--- config.mk ---
export PLATFORM = sky130hd
export DESIGN_NAME = lockedConeTwoLayer
export DESIGN_NICKNAME = d
export VERILOG_FILES = /design/src/rtl/lockPkg.sv /design/src/rtl/keyScrambler.sv /design/src/rtl/flipCtrl.sv /design/src/rtl/coneDatapath.sv /design/src/rtl/lockedConeTwoLayer.sv
export SDC_FILE = /design/constraint.sdc
export NUM_CORES = 1
export LEC_CHECK = 0
export BUFFER_PORTS_ARGS = -buffer_cell sky130_fd_sc_hd__buf_2
export CORE_AREA = 5 5 42 44
export DETAILED_ROUTE_END_ITERATION = 6
export DIE_AREA = 0 0 47 49
export PLACE_DENSITY_LB_ADDON = 0.25
export REMOVE_ABC_BUFFERS = 1
export SYNTH_ARGS = -nofsm -noshare
export SYNTH_HDL_FRONTEND = slang
export SYNTH_SLANG_ARGS = --single-unit
--- constraint.sdc ---
create_clock -name vclk -period 2.88
set_input_delay 0.288 -clock vclk [all_inputs]
set_output_delay 0.288 -clock vclk [all_outputs]
set_load 0.02 [all_outputs]
--- src/rtl/lockPkg.sv ---
`timescale 1ns/1ps
package lockPkg;
  // mixing rules for the flip key
  localparam int SCR_XOR = 0;
  localparam int SCR_ADD = 1;
  localparam int SCR_ROT = 2;

  // strobes from flip control to the cone datapath
  typedef struct packed {
    logic match;   // low input bits equal mixed key
    logic masked;  // mixed key sits on the correct point
    logic flip;    // invert the cone result
  } flipStrobes_t;
endpackage

--- src/rtl/keyScrambler.sv ---
`timescale 1ns/1ps
module keyScrambler #(
  parameter int KEY_W = 5,
  parameter int MODE  = 0
) (
  input  logic [KEY_W-1:0] flipKey,
  input  logic [KEY_W-1:0] mixKey,
  output logic [KEY_W-1:0] scrambled
);
  import lockPkg::*;

  generate
    if (MODE == SCR_XOR) begin : g_xor
      assign scrambled = flipKey ^ mixKey;
      always_comb begin

        xor_inverse_chk: assert ((scrambled ^ mixKey) == flipKey);
      end
    end else if (MODE == SCR_ADD) begin : g_add
      logic [KEY_W-1:0] backDiff;
      assign scrambled = flipKey + mixKey;
      assign backDiff  = scrambled - mixKey;
      always_comb begin

        add_inverse_chk: assert (backDiff == flipKey);
      end
    end else begin : g_rot
      int rotAmt;
      always_comb begin
        rotAmt = int'(mixKey) % KEY_W;
        scrambled = '0;
        for (int i = 0; i < KEY_W; i++) begin
          scrambled[(i + rotAmt) % KEY_W] = flipKey[i];
        end
      end
      always_comb begin

        rot_weight_chk: assert ($countones(scrambled) == $countones(flipKey));

        rot_zero_chk: assert ((rotAmt != 0) || (scrambled == flipKey));
      end
    end
  endgenerate
endmodule

--- src/rtl/flipCtrl.sv ---
`timescale 1ns/1ps
module flipCtrl #(
  parameter int KEY_W = 5
) (
  input  logic [KEY_W-1:0]     cmpBits,
  input  logic [KEY_W-1:0]     scrambled,
  input  logic [KEY_W-1:0]     scrambledRef,
  output lockPkg::flipStrobes_t strb
);
  always_comb begin
    strb.match  = (cmpBits == scrambled);
    strb.masked = (scrambled == scrambledRef);
    strb.flip   = strb.match & ~strb.masked;
  end
endmodule

--- src/rtl/coneDatapath.sv ---
`timescale 1ns/1ps
module coneDatapath #(
  parameter int              IN_W       = 5,
  parameter int              KEY_W      = 5,
  parameter logic [KEY_W-1:0] CORRECT_K1 = '0
) (
  input  logic [IN_W-1:0]      inPattern,
  input  logic [KEY_W-1:0]     keyCone,
  input  lockPkg::flipStrobes_t strb,
  output logic                 coneRaw,
  output logic                 lockedOut
);
  localparam int CNT_W  = $clog2(IN_W + 1);
  localparam int HALF_W = IN_W / 2;

  logic [IN_W-1:0]  leafWire;
  logic [CNT_W-1:0] onesCnt;

  // key gates: XNOR where the correct bit is 1 (absorbed inverter)
  generate
    for (genvar i = 0; i < IN_W; i++) begin : g_leaf
      if (i < KEY_W) begin : g_keyed
        if (CORRECT_K1[i]) begin : g_xnor
          assign leafWire[i] = ~(inPattern[i] ^ keyCone[i]);
        end else begin : g_xor
          assign leafWire[i] = inPattern[i] ^ keyCone[i];
        end
      end else begin : g_plain
        assign leafWire[i] = inPattern[i];
      end
    end
  endgenerate

  always_comb begin
    onesCnt = '0;
    for (int i = 0; i < IN_W; i++) begin
      onesCnt = onesCnt + CNT_W'(leafWire[i]);
    end
  end

  assign coneRaw   = (onesCnt > CNT_W'(HALF_W));
  assign lockedOut = coneRaw ^ strb.flip;

  always_comb begin

    key_gate_polarity_chk: assert ($countones(leafWire ^ inPattern) ==
                                   $countones(keyCone ^ CORRECT_K1));

    masked_no_flip_chk: assert (!strb.masked || (lockedOut == coneRaw));
  end
endmodule

--- src/rtl/lockedConeTwoLayer.sv ---
`timescale 1ns/1ps
module lockedConeTwoLayer #(
  parameter int               IN_W       = 5,
  parameter int               KEY_W      = 5,
  parameter int               SCR_MODE   = 0,
  parameter logic [KEY_W-1:0] CORRECT_K1 = 5'b10110,
  parameter logic [KEY_W-1:0] CORRECT_K2 = 5'b01011
) (
  input  logic [IN_W-1:0]  inPattern,
  input  logic [KEY_W-1:0] keyCone,
  input  logic [KEY_W-1:0] keyFlip,
  output logic             lockedOut
);
  localparam logic [KEY_W-1:0] REF_CONE = CORRECT_K1;
  localparam logic [KEY_W-1:0] REF_FLIP = CORRECT_K2;

  logic [KEY_W-1:0]      scrambled;
  logic [KEY_W-1:0]      scrambledRef;
  lockPkg::flipStrobes_t strb;
  logic                  coneRaw;

  keyScrambler #(.KEY_W(KEY_W), .MODE(SCR_MODE)) u_scr (
    .flipKey(keyFlip), .mixKey(keyCone), .scrambled(scrambled)
  );

  // constant mask point, folded at elaboration
  keyScrambler #(.KEY_W(KEY_W), .MODE(SCR_MODE)) u_scrRef (
    .flipKey(REF_FLIP), .mixKey(REF_CONE), .scrambled(scrambledRef)
  );

  flipCtrl #(.KEY_W(KEY_W)) u_ctrl (
    .cmpBits(inPattern[KEY_W-1:0]), .scrambled(scrambled),
    .scrambledRef(scrambledRef), .strb(strb)
  );

  coneDatapath #(.IN_W(IN_W), .KEY_W(KEY_W), .CORRECT_K1(CORRECT_K1)) u_dp (
    .inPattern(inPattern), .keyCone(keyCone), .strb(strb),
    .coneRaw(coneRaw), .lockedOut(lockedOut)
  );

  always_comb begin

    correct_pair_majority_chk: assert (!((keyCone == CORRECT_K1) && (keyFlip == CORRECT_K2)) ||
                                       (lockedOut == ($countones(inPattern) > (IN_W / 2))));

    single_corrupt_point_chk: assert (!((keyCone == CORRECT_K1) &&
                                        (lockedOut != ($countones(inPattern) > (IN_W / 2)))) ||
                                      (inPattern[KEY_W-1:0] == scrambled));
  end
endmodule

==> flow_summary.toml <==
[detailed_routing]
dr.pass1.iters = 4
drc = 0
wl_per_cell_um = 8.63
drtIter0Drc = 1
drt-vias-per-instance = 3.89
ant_nets = 0
num_vias = 253
drt_wl_total_um = 561

[synth]
yosysWarnings = 0
netlist_area_um2 = 256
ys_types = 11
syn_avg_cell_area_um2 = 8.84
syn_inst = 29
ys_seq_area_share_pct = 0

[global_route]
first_global_vias = 260
grt-ovfl-total = 0
groute.usage.overall_pct = 5.14
antenna_found_initial = 0
grt_pass1_wl_um = 959
grt_max_degree = 4

[cells_and_area]
seqCellArea_um2 = 0
nets = 70
fin_area_um2 = 424
post_route_cells_drive_above_1_share_pct = 53.1
instances_no_fill = 65
syn_to_final_growth_pct = 65.4
diodes = 0
seq_cell_count = 0
clock_buffers = 0

[sta]
timing_worst_slew_pin_value_ps = 261
rsz0062_at_grt = "true"
fin_ws_ps = 127
slew_viol_final = 0
min_period_ps = 2750
fmax_mhz = 363
timing.final.crit_share_pct = 95.6
tns_ps = 0
whs_ps = 1030
relSlewSlack_pct = 82.4
setup_violations = 0
hold_viol_final = 0

[outcome]
status = "complete, no violations"

[setup_path]
critPathSlowestCell = "fa_1"
critPathKind = "primary input to primary output"
crit_fanout = 2
start_kind = "primary input"
cp_data_arrival_time_ps = 2470
path_cells = "buf_4 -> xnor2_2 -> ha_1 -> inv_2 -> fa_1 -> inv_1 -> ha_2 -> inv_2 -> fa_1 -> o21ai_2 -> xnor2_1 -> buf_4"
cp.required_ps = 2590
critPathMaxStageDelay_ps = 450
end_kind = "primary output"

[die]
fp.dieH_um = 49
ios = 16
initial_core_util_pct = 18.3
die_area_um2 = 2300
rows = 14
core-area_um2 = 1400
die_x_um = 47

[place]
place_area_um2 = 379
numPlacedInstances = 64
dp_hpwl_um = 527
post-place-ws_ps = -86.8
gp_congestion = 0.623
portBuffers = 16

[worst_hold_path]
hp-class = "primary input to primary output"

[power]
cellPowerDensity_nw_per_um2 = 310
leakagePower_nw = 0.209
ir_worst_vdd_mv = 0.0895

[flow_run]
drv_cap = 0
==> power breakdown <==
| group | switching [W] | internal (W) | total [W] |
|---|---|---|---|
| sequential | 0 | 0 | 0 |
| clock | 0 | 0 | 0 |
| combinational | 0.0000644 | 0.0000671 | 0.000131 |
| total | 0.0000644 | 0.0000671 | 0.000131 |
==> per-layer routing <==
layer	wire length [um]	track usage, %
met5	0	0
met4	0	0
met3	55	0.369
met2	240	7.47
met1	265	8.59
==> metrics by stage <==
step	util, %	total power, W
floorplan	-	0.0000714
global placement	27.1	0.000108
detailed placement	27.1	0.000111
CTS	27.2	0.000118
global route	30.3	0.000153
finish	30.3	0.000131
==> repair_timing <==
item                       4_1_cts  5_1_grt
setup endpoints to repair        1        1
gates resized for setup          2       11
hold buffers                     0        0
setup buffers                    0        1
pin swaps                        1        6
==> synthesized netlist by cell type <==
cell / n / area (um2)
o41ai_1: 1 / 8.76
o21ai_0: 1 / 5.00
nand2_1: 1 / 3.75
mux2i_1: 1 / 10.0
ha_1: 2 / 25.0
nor4_1: 1 / 6.26
xor2_1: 8 / 70.1
xnor2_2: 1 / 16.3
fa_1: 2 / 40.0
xnor2_1: 6 / 52.6
inv_1: 5 / 18.8
==> path summary, 6_finish.rpt <==
check / cells after the start / startpoint / slack, ps / endpoint
min: 5 / inPattern[4] / 1030 / lockedOut
max: 12 / inPattern[1] / 130 / lockedOut
==> layout by cell type, fill, tap and decap left out, drive strengths merged <==
cell,instances
buf,20
fa,2
ha,2
inv,5
mux2i,1
nand2,1
nor4,1
o21ai,1
o41ai,1
xnor2,7
xor2,8
==> cell families after synthesis <==
| logic type | count (synthesis) | synth area share (%) |
|---|---|---|
| AOI/OAI and AO/OA | 2 | 5.36 |
| xor gates and xnor gates | 15 | 54.1 |
| adders and majority gates | 4 | 25.4 |
| buffers and inverters | 5 | 7.32 |
| muxes | 1 | 3.90 |
| and+or+nand+nor | 2 | 3.90 |
==> area by class of cell <==
class                           count  area, um2
Tap cell                           16       20.0
Multi-Input combinational cell     24        251
Inverter                            5       18.8
Fill cell                         161        977
Timing Repair Buffer               20        134
==> critical path: cells and delay by family <==
| family | cells | cell delay (ps) |
|---|---|---|
| XOR/XNOR | 2 | 240 |
| adder cells (fa/ha/maj) | 4 | 1320 |
| AO/OA/AOI/OAI | 1 | 150 |
| buffers and inverters | 5 | 450 |
Note: power is estimated with default switching activity, not from simulation.
